`src/rtl/irqc_pkg.sv`:
```
package irqc_pkg;

    localparam int DEF_BANKS  = 2;
    localparam int DEF_BANK_W = 32;
    localparam int DEF_ADDR_W = 4;

    typedef enum logic [1:0] {
        REG_ENABLE = 2'd0,
        REG_STEER  = 2'd1,
        REG_PEND   = 2'd2,
        REG_SPARE  = 2'd3
    } reg_sel_e;

    typedef struct packed {
        logic irq_hit;
        logic fiq_hit;
        logic any_lvl;
    } bank_sum_t;

    function automatic bank_sum_t summarize(input logic any_irq, input logic any_fiq,
                                            input logic any_raw);
        bank_sum_t s;
        s.irq_hit = any_irq;
        s.fiq_hit = any_fiq;
        s.any_lvl = any_raw;
        return s;
    endfunction

endpackage

```
`src/rtl/irqc_bank.sv`:
```
module irqc_bank
    import irqc_pkg::*;
#(
    parameter int BANK_W = 32
) (
    input  logic              clk,
    input  logic              rst,
    input  logic              en_we,
    input  logic              steer_we,
    input  logic [BANK_W-1:0] wdata,
    input  logic [BANK_W-1:0] lvl_q,
    output logic [BANK_W-1:0] enable_q,
    output logic [BANK_W-1:0] steer_q,
    output logic [BANK_W-1:0] pend,
    output bank_sum_t         sum
);

    always_ff @(posedge clk) begin
        if (rst) begin
            enable_q <= '0;
            steer_q  <= '0;
        end else begin
            if (en_we)    enable_q <= wdata;
            if (steer_we) steer_q  <= wdata;
        end
    end

    assign pend = lvl_q & enable_q;

    always_comb begin
        sum = summarize(|(pend & ~steer_q), |(pend & steer_q), |lvl_q);
    end

    // accepted enable write is visible after the edge
    a_r6_enable_write: assert property (@(posedge clk) disable iff (rst)
        en_we |=> (enable_q == $past(wdata)));

    // clearing every enable bit silences the bank on the next cycle
    a_r7_ack_clears: assert property (@(posedge clk) disable iff (rst)
        (en_we && wdata == '0) |=> (!sum.irq_hit && !sum.fiq_hit));

    // a fully fast-steered bank never feeds the normal line
    a_r5_fast_only: assert property (@(posedge clk) disable iff (rst)
        (steer_q == '1) |-> !sum.irq_hit);

endmodule

```
`src/rtl/irqc_out.sv`:
```
module irqc_out
    import irqc_pkg::*;
#(
    parameter int NUM_BANKS = 2
) (
    input  logic                           clk,
    input  logic                           rst,
    input  logic                           qual_we,
    input  logic                           qual_wbit,
    input  bank_sum_t [NUM_BANKS-1:0]      sums,
    output logic                           qual_q,
    output logic                           irq_o,
    output logic                           fiq_o,
    output logic                           wake_o
);

    logic any_irq, any_fiq, any_raw;

    always_ff @(posedge clk) begin
        if (rst)          qual_q <= 1'b0;
        else if (qual_we) qual_q <= qual_wbit;
    end

    always_comb begin
        any_irq = 1'b0;
        any_fiq = 1'b0;
        any_raw = 1'b0;
        for (int b = 0; b < NUM_BANKS; b++) begin
            any_irq = any_irq | sums[b].irq_hit;
            any_fiq = any_fiq | sums[b].fiq_hit;
            any_raw = any_raw | sums[b].any_lvl;
        end
    end

    assign irq_o  = any_irq;
    assign fiq_o  = any_fiq;
    assign wake_o = qual_q ? (any_irq | any_fiq) : any_raw;

endmodule

```
`src/rtl/dual_bank_intc.sv`:
```
module dual_bank_intc
    import irqc_pkg::*;
#(
    parameter int NUM_BANKS = irqc_pkg::DEF_BANKS,
    parameter int BANK_W    = irqc_pkg::DEF_BANK_W,
    parameter int ADDR_W    = irqc_pkg::DEF_ADDR_W
) (
    input  logic                        clk,
    input  logic                        rst,
    input  logic                        bus_we,
    input  logic [ADDR_W-1:0]           bus_addr,
    input  logic [BANK_W-1:0]           bus_wdata,
    output logic [BANK_W-1:0]           bus_rdata,
    input  logic [NUM_BANKS*BANK_W-1:0] src_lvl,
    output logic                        irq_o,
    output logic                        fiq_o,
    output logic                        wake_o
);

    localparam int SRC_W  = NUM_BANKS * BANK_W;
    localparam int IDX_W  = ADDR_W - 2;
    localparam logic [ADDR_W-1:0] QUAL_ADDR = ADDR_W'(NUM_BANKS * 4);

    logic [SRC_W-1:0]               lvl_q;
    logic [NUM_BANKS-1:0][BANK_W-1:0] enable_w, steer_w, pend_w, rd_w;
    bank_sum_t [NUM_BANKS-1:0]      sums;
    logic                           qual_q;
    reg_sel_e                       sel;
    logic [IDX_W-1:0]               idx;

    assign sel = reg_sel_e'(bus_addr[1:0]);
    assign idx = bus_addr[ADDR_W-1:2];

    always_ff @(posedge clk) begin
        if (rst) lvl_q <= '0;
        else     lvl_q <= src_lvl;
    end

    for (genvar b = 0; b < NUM_BANKS; b++) begin : g_bank
        logic hit;
        assign hit = (idx == IDX_W'(b));

        irqc_bank #(.BANK_W(BANK_W)) u_bank (
            .clk      (clk),
            .rst      (rst),
            .en_we    (bus_we && hit && sel == REG_ENABLE),
            .steer_we (bus_we && hit && sel == REG_STEER),
            .wdata    (bus_wdata),
            .lvl_q    (lvl_q[b*BANK_W +: BANK_W]),
            .enable_q (enable_w[b]),
            .steer_q  (steer_w[b]),
            .pend     (pend_w[b]),
            .sum      (sums[b])
        );

        always_comb begin
            rd_w[b] = '0;
            if (hit) begin
                case (sel)
                    REG_ENABLE: rd_w[b] = enable_w[b];
                    REG_STEER:  rd_w[b] = steer_w[b];
                    REG_PEND:   rd_w[b] = pend_w[b];
                    default:    rd_w[b] = '0;
                endcase
            end
        end
    end

    irqc_out #(.NUM_BANKS(NUM_BANKS)) u_out (
        .clk       (clk),
        .rst       (rst),
        .qual_we   (bus_we && bus_addr == QUAL_ADDR),
        .qual_wbit (bus_wdata[0]),
        .sums      (sums),
        .qual_q    (qual_q),
        .irq_o     (irq_o),
        .fiq_o     (fiq_o),
        .wake_o    (wake_o)
    );

    always_comb begin
        bus_rdata = '0;
        for (int b = 0; b < NUM_BANKS; b++) bus_rdata = bus_rdata | rd_w[b];
        if (bus_addr == QUAL_ADDR) bus_rdata = {{(BANK_W-1){1'b0}}, qual_q};
    end

    // outputs quiet right after reset
    a_r1_reset_quiet: assert property (@(posedge clk) disable iff (rst)
        $past(rst) |-> (!irq_o && !fiq_o));

    // qualified wake needs an enabled high source
    a_r9_qual_wake: assert property (@(posedge clk) disable iff (rst)
        (qual_q && wake_o) |-> (|(pend_w)));

    // unqualified wake follows any sampled level
    a_r10_raw_wake: assert property (@(posedge clk) disable iff (rst)
        (!qual_q && (|lvl_q)) |-> wake_o);

endmodule

```
`config.mk`:
```
export PLATFORM = sky130hd
export DESIGN_NAME = dual_bank_intc
export DESIGN_NICKNAME = d
export VERILOG_FILES = /design/src/rtl/irqc_pkg.sv /design/src/rtl/irqc_bank.sv /design/src/rtl/irqc_out.sv /design/src/rtl/dual_bank_intc.sv
export SDC_FILE = /design/constraint.sdc
export NUM_CORES = 1
export LEC_CHECK = 0
export BUFFER_PORTS_ARGS = -buffer_cell sky130_fd_sc_hd__buf_2
export CELL_PAD_IN_SITES_DETAIL_PLACEMENT = 2
export CELL_PAD_IN_SITES_GLOBAL_PLACEMENT = 2
export CORE_ASPECT_RATIO = 0.9
export CORE_UTILIZATION = 36
export CTS_CLUSTER_SIZE = 12
export DETAILED_ROUTE_END_ITERATION = 7
export GPL_ROUTABILITY_DRIVEN = 0
export PLACE_DENSITY_LB_ADDON = 0.1
export REMOVE_ABC_BUFFERS = 1
export SKIP_CTS_REPAIR_TIMING = 1
export SLEW_MARGIN = 40
export SYNTH_ARGS = -nofsm -noshare
export SYNTH_HDL_FRONTEND = slang
export SYNTH_SLANG_ARGS = --single-unit
```
`constraint.sdc`:
```
create_clock -name clk -period 2.5 [get_ports clk]
set_clock_uncertainty 0.1 [all_clocks]
set_input_delay 0.375 -clock clk [delete_from_list [all_inputs] [get_ports clk]]
set_output_delay 0.375 -clock clk [all_outputs]
set_load 0.02 [all_outputs]
```
==> impl_metrics.toml, run 1 <==
[clock_tree]
h-tree-depth = 4
ctsLongestPathBuffers = 2
clkTransAtPathRegs_ps = 80
clockRootBuffer = "clkbuf_16"
cts_tree = "built"
numCtsBuffers = 17
cts.sinks = 193
worstSkewPairLatency_ps = 450

[critical_path]
crit_path_end_kind = "output pin"
crit_chain = "nand3b_1, o2111ai_4, nor4_4, nand4_1, o31a_1, buf_2"
startpoint_type = "flop"
cp.required_ps = 2030
r2r-end = "g_bank[0].u_bank.steer_q[12]$_SDFFE_PP0P_"
worstPathArrival_ps = 2300
r2r_cells = 2
setup.worst_path.end = "wake_o"
cp_slowest_stage_delay_ps = 370
worst-r2r-setup-slack_ps = 1570
path_class = "flop to output pin"
cp.depth = 6
rr_startpoint = "g_bank[0].u_bank.steer_q[12]$_SDFFE_PP0P_"
startpoint = "g_bank[0].u_bank.steer_q[19]$_SDFFE_PP0P_"
path_delay_family = "simple AND/OR/NAND/NOR gates"
critical_path_buf_inv_count = 1
crit_slowest_cell = "nor4_4"
cp_max_fo = 4

[synthesis]
ys.flop_type = "dfxtp_1"
syn-mean-instance-area_um2 = 7.938
ys_async_sr_fraction_pct = 0
synth-seq-area-share_pct = 44.45
synth.top_cells.by_count = "276 x nand2_1, 193 x dfxtp_1, 128 x a21oi_1"
syn_inst = 1095
synth_top_area_share_pct = 44.45
synth_edf_count = 0
ys_types = 37
ys.warnings.count = 0
synth-seq-cells = 193
yosysTopAreaCell = "dfxtp_1"
synth_area_leaders = "dfxtp_1 44%, nand2_1 12%, a21oi_1 7.4%"
netlist_area_mm2 = 0.008692
yosysMostFrequentCell = "nand2_1"

[global_routing]
grt_pass1_vias = 9704
grt_pass1_wl_mm = 60.95
grt-ovfl-total = 0
track_usage_pct = 33.39
grt_max_degree = 72
grt_antenna_before_repair = 0

[run_status]
status = "complete, but fails checks"
violations = "design-rule violations, negative setup slack"

[timing]
tightest_slew_ps = 476.2
post-route-min-period_ps = 2773
whs_ps = 23.52
min_period_over_period_pct = 110.9
finalMaxSlewViolations = 0
hold_viol_final = 0
maxSlewHeadroom_pct = 67.96
max_freq_mhz = 360.7
worst_slack_ps = -272.7
finalSetupViolCount = 3
grt_setup_unrepaired = "true"
final.setup.tns_ps = -394.2

[route]
vias = 9512
wl_per_cell_um = 26.54
drt-total-wl_mm = 41.21
ant_nets = 0
drtPass1Iterations = 7
dr.first_iter.drc_count = 819
drc_errors = 7
avgViaCountPerCell = 6.125

[floorplanning]
rows = 53
ios = 138
core_mm2 = 0.02354
die_width_um = 165.8
die_area_mm2 = 0.02477
start_util_pct = 36.92
die_h_um = 149.4

[hold_path]
holdCritPathClass = "primary input to flop"

[layout]
synthToLayoutAreaGrowth_pct = 23.45
nets = 1341
fin_util_pct = 45.58
diodes = 0
drive_above_1_share_pct = 21.18

[placed_design]
port_buffers = 137
hpwl_mm = 28.95

[power_and_ir_drop]
p_total_mw = 6.720
p_per_area_mw_per_mm2 = 626.3
max-vdd-ir-drop_v = 0.0004055
p_leak_nw = 3.740

[flow_run]
cap_violations = 0
[cell usage in the layout (no fill, tap or decap), types with 8 or more instances in the layout]
cell       synthesis  routed
a22oi_1           16      16
a21oi_1          128     128
nor2b_1           65      65
nor4_1            24      13
buf_2             26     135
nand2b_1          34      34
clkbuf_16          0      17
o22ai_1           31      31
buf_4              4      54
nor4_2             0       8
a32oi_1           32      32
o2111ai_1         16      11
o22a_1            16      16
dfxtp_2            0       8
nand3b_1          48      48
o21ai_0           33      33
nand4_1           23      23
dfxtp_1          193     185
nand3_1           66      63
nand2_1          276     276
[metrics by stage]
stage	setup slack [ps]	cell area (µm²)	cells
CTS	-423.3	10560	1553
floorplan	330.0	8335	1021
global route	-375.5	10730	1553
detailed placement	60.08	9966	1521
finish	-272.7	10730	1553
global placement	55.74	9966	1521
[metal layers]
layer	up-vias	global-route usage, %	routed length, µm
met5	-	0	0
met4	0	11.45	1011
met3	67	6.242	3018
met2	397	55.49	19410
met1	4865	43.67	17770
li1	4183	-	-
[power breakdown]
| group | internal (mW) | switching [mW] |
|---|---|---|
| clock network | 1.52 | 1.34 |
| logic | 0.223 | 0.364 |
| registers | 3.15 | 0.115 |
[cell families (layout without fill, tap and decap cells)]
group	Yosys count	count (layout)	synth area share, %
buf+inv	77	233	4.246
flops	193	193	44.45
mux	1	1	0.1152
compound gates	275	275	19.65
simple gates	549	549	31.54
[worst min-delay path by stage]
stage,from,to,cells past startpoint
2_1_floorplan,rst,g_bank[0].u_bank.enable_q[0]$_SDFFE_PP0P_,1
3_3_place_gp,g_bank[1].u_bank.steer_q[14]$_SDFFE_PP0P_,g_bank[1].u_bank.steer_q[14]$_SDFFE_PP0P_,2
3_5_place_dp,g_bank[1].u_bank.steer_q[14]$_SDFFE_PP0P_,g_bank[1].u_bank.steer_q[14]$_SDFFE_PP0P_,2
4_1_cts,src_lvl[53],lvl_q[53]$_SDFF_PP0_,2
5_1_grt,src_lvl[23],lvl_q[23]$_SDFF_PP0_,2
6_report,src_lvl[53],lvl_q[53]$_SDFF_PP0_,2
[registers in the layout, indices dropped and copies added (netlist names)]
name                    cells
g_bank.u_bank.enable_q     64
g_bank.u_bank.steer_q      64
lvl_q                      64
u_out.qual_q                1
[layout make-up]
type	count	area, µm²
Timing Repair Buffer	198	1244
Sequential cell	193	3874
Multi-Input combinational cell	825	4627
Clock buffer	19	442.9
Clock inverter	13	152.6
Inverter	3	12.51
Fill cell	2705	12810
Tap cell	302	377.9
No activity file was read; power rests on OpenSTA's default activity.
==> run 2, diff against run 1 <==
ABC_CLOCK_PERIOD_IN_PS = 2500   (was not set)
RECOVER_POWER = 25   (was not set)
==> run 2 against run 1 <==
Net effect:
- the flow still finishes with violations (design-rule violations, negative setup slack)
- cell area fell by 0.29%
- non-clock buffer count is the same
- sequential share of layout area rose by 0.11 points
- die area unchanged
- highest routed layer unchanged
- largest power group unchanged
==> impl_metrics.toml, run 2 (same netlist as run 1, synthesis figures left out) <==
[run_status]
status = "complete, but fails checks"
violations = "design-rule violations, negative setup slack"

[floorplanning]
start_util_pct = 36.92
ios = 138
rows = 53
die_area_mm2 = 0.02477
core_mm2 = 0.02354
die_h_um = 149.4
die_width_um = 165.8

[timing]
hold_viol_final = 0
finalMaxSlewViolations = 0
max_freq_mhz = 357.4
tightest_slew_ps = 1030
post-route-min-period_ps = 2798
finalSetupViolCount = 3
maxSlewHeadroom_pct = 31.31
grt_setup_unrepaired = "true"
min_period_over_period_pct = 111.9
worst_slack_ps = -297.6

[power_and_ir_drop]
p_seq_share_pct = 48.6
comb_power_share_pct = 8.6
p_total_mw = 6.723
switching_power_mw = 1.828
p_leak_nw = 3.729
p_sw_share_pct = 27.19
internal_power_mw = 4.895
clkPwrFrac_pct = 42.7
p_per_area_mw_per_mm2 = 628.4
max-vdd-ir-drop_v = 0.0004100

[clock_tree]
clkTransAtPathRegs_ps = 80
ctsLongestPathBuffers = 2
clockRootBuffer = "clkbuf_16"
worstSkewPairLatency_ps = 460
cts_tree = "built"
cts.sinks = 193
numCtsBuffers = 17
h-tree-depth = 4

[layout]
fin_util_pct = 45.45
layout_commonest_cell = "nand2_1"
drive_above_1_share_pct = 21.18
synthToLayoutAreaGrowth_pct = 23.09
diodes = 0
layout_common_cells = "276 x nand2_1, 185 x dfxtp_1, 135 x buf_2, 128 x a21oi_1, 65 x nor2b_1"
largestRegisters = "g_bank.u_bank.enable_q x64, g_bank.u_bank.steer_q x64, lvl_q x64"
nets = 1341
fin_cells = 1553
final_cell_area_mm2 = 0.01070

[route]
drc_errors = 7
wirelength_met1_mm = 18.21
dr.first_iter.drc_count = 889
drt-total-wl_mm = 41.25
wl_met3_mm = 2.683
ant_nets = 0
top_layer = "met4"
drtPass1Iterations = 7
avgViaCountPerCell = 6.133
wl_per_cell_um = 26.56
vias = 9525
route.met2.wl_mm = 19.32

[critical_path]
worst-r2r-setup-slack_ps = 1560
setup.worst_path.end = "wake_o"
r2r-end = "g_bank[0].u_bank.steer_q[12]$_SDFFE_PP0P_"
path_class = "flop to output pin"
startpoint_type = "flop"
worstPathArrival_ps = 2320
cp_max_fo = 4
r2r_cells = 2
rr_startpoint = "g_bank[0].u_bank.steer_q[12]$_SDFFE_PP0P_"
startpoint = "g_bank[0].u_bank.steer_q[19]$_SDFFE_PP0P_"
crit_path_end_kind = "output pin"
cp.required_ps = 2030

[global_routing]
grt_max_degree = 72
grt-ovfl-total = 0
grt_antenna_before_repair = 0
track_usage_pct = 33.39
grt_pass1_wl_mm = 60.95
grt_pass1_vias = 9704

[placed_design]
hpwl_mm = 28.95
dp.cells = 1521
place_area_mm2 = 0.009966
port_buffers = 137
place_ws_ps = 60.08

[flow_run]
cap_violations = 0

[hold_path]
holdCritPathClass = "primary input to flop"
==> run 2: worst min path at each step <==
stage                                                      endpoint                                      start  cells after the start
after floorplan           g_bank[0].u_bank.enable_q[0]$_SDFFE_PP0P_                                        rst                      1
after global placement    g_bank[1].u_bank.steer_q[14]$_SDFFE_PP0P_  g_bank[1].u_bank.steer_q[14]$_SDFFE_PP0P_                      2
after detailed placement  g_bank[1].u_bank.steer_q[14]$_SDFFE_PP0P_  g_bank[1].u_bank.steer_q[14]$_SDFFE_PP0P_                      2
after CTS                                      lvl_q[53]$_SDFF_PP0_                                src_lvl[53]                      2
after global routing                           lvl_q[23]$_SDFF_PP0_                                src_lvl[23]                      2
final                                          lvl_q[53]$_SDFF_PP0_                                src_lvl[53]                      2
==> run 2: final cells by class <==
cell class,count,area [µm²]
fill,2708,12840
multi-input combinational,825,4627
sequential,193,3874
timing repair buffer,198,1212
clock buffer,19,442.9
tap,302,377.9
clock inverter,13,152.6
inverter,3,12.51
==> run 2: routing by layer <==
layer  up-vias  GRT usage, %
met2       360         55.49
met4         0         11.45
li1       4182             -
met5         -             0
met1      4919         43.67
met3        64         6.242
==> run 2: per-stage QoR <==
stage | hold WS, ps | TNS, ps
final | 19.12 | -438.2
after global routing | 26.38 | -646.6
after CTS | 18.82 | -736.8
after detailed placement | 379.3 | 0
after global placement | 369.8 | 0
after floorplan | 344.1 | 0
==> run 2: critical path, stage by stage, from the launching register on <==
cell and delay (ps):
dfxtp_2 360, nand3b_1 240, o2111ai_4 200, nor4_4 370
nand4_1 220, o31a_1 320, buf_2 160
==> run 2: power groups by stage <==
stage               Clock (mW)  Sequential, mW  Combinational (mW)
global route              3.02            3.28               0.613
finish                    2.87            3.27               0.581
floorplan                    0            3.28               0.188
CTS                       2.88            3.26               0.565
global placement             0            3.32               0.551
detailed placement           0            3.33               0.560
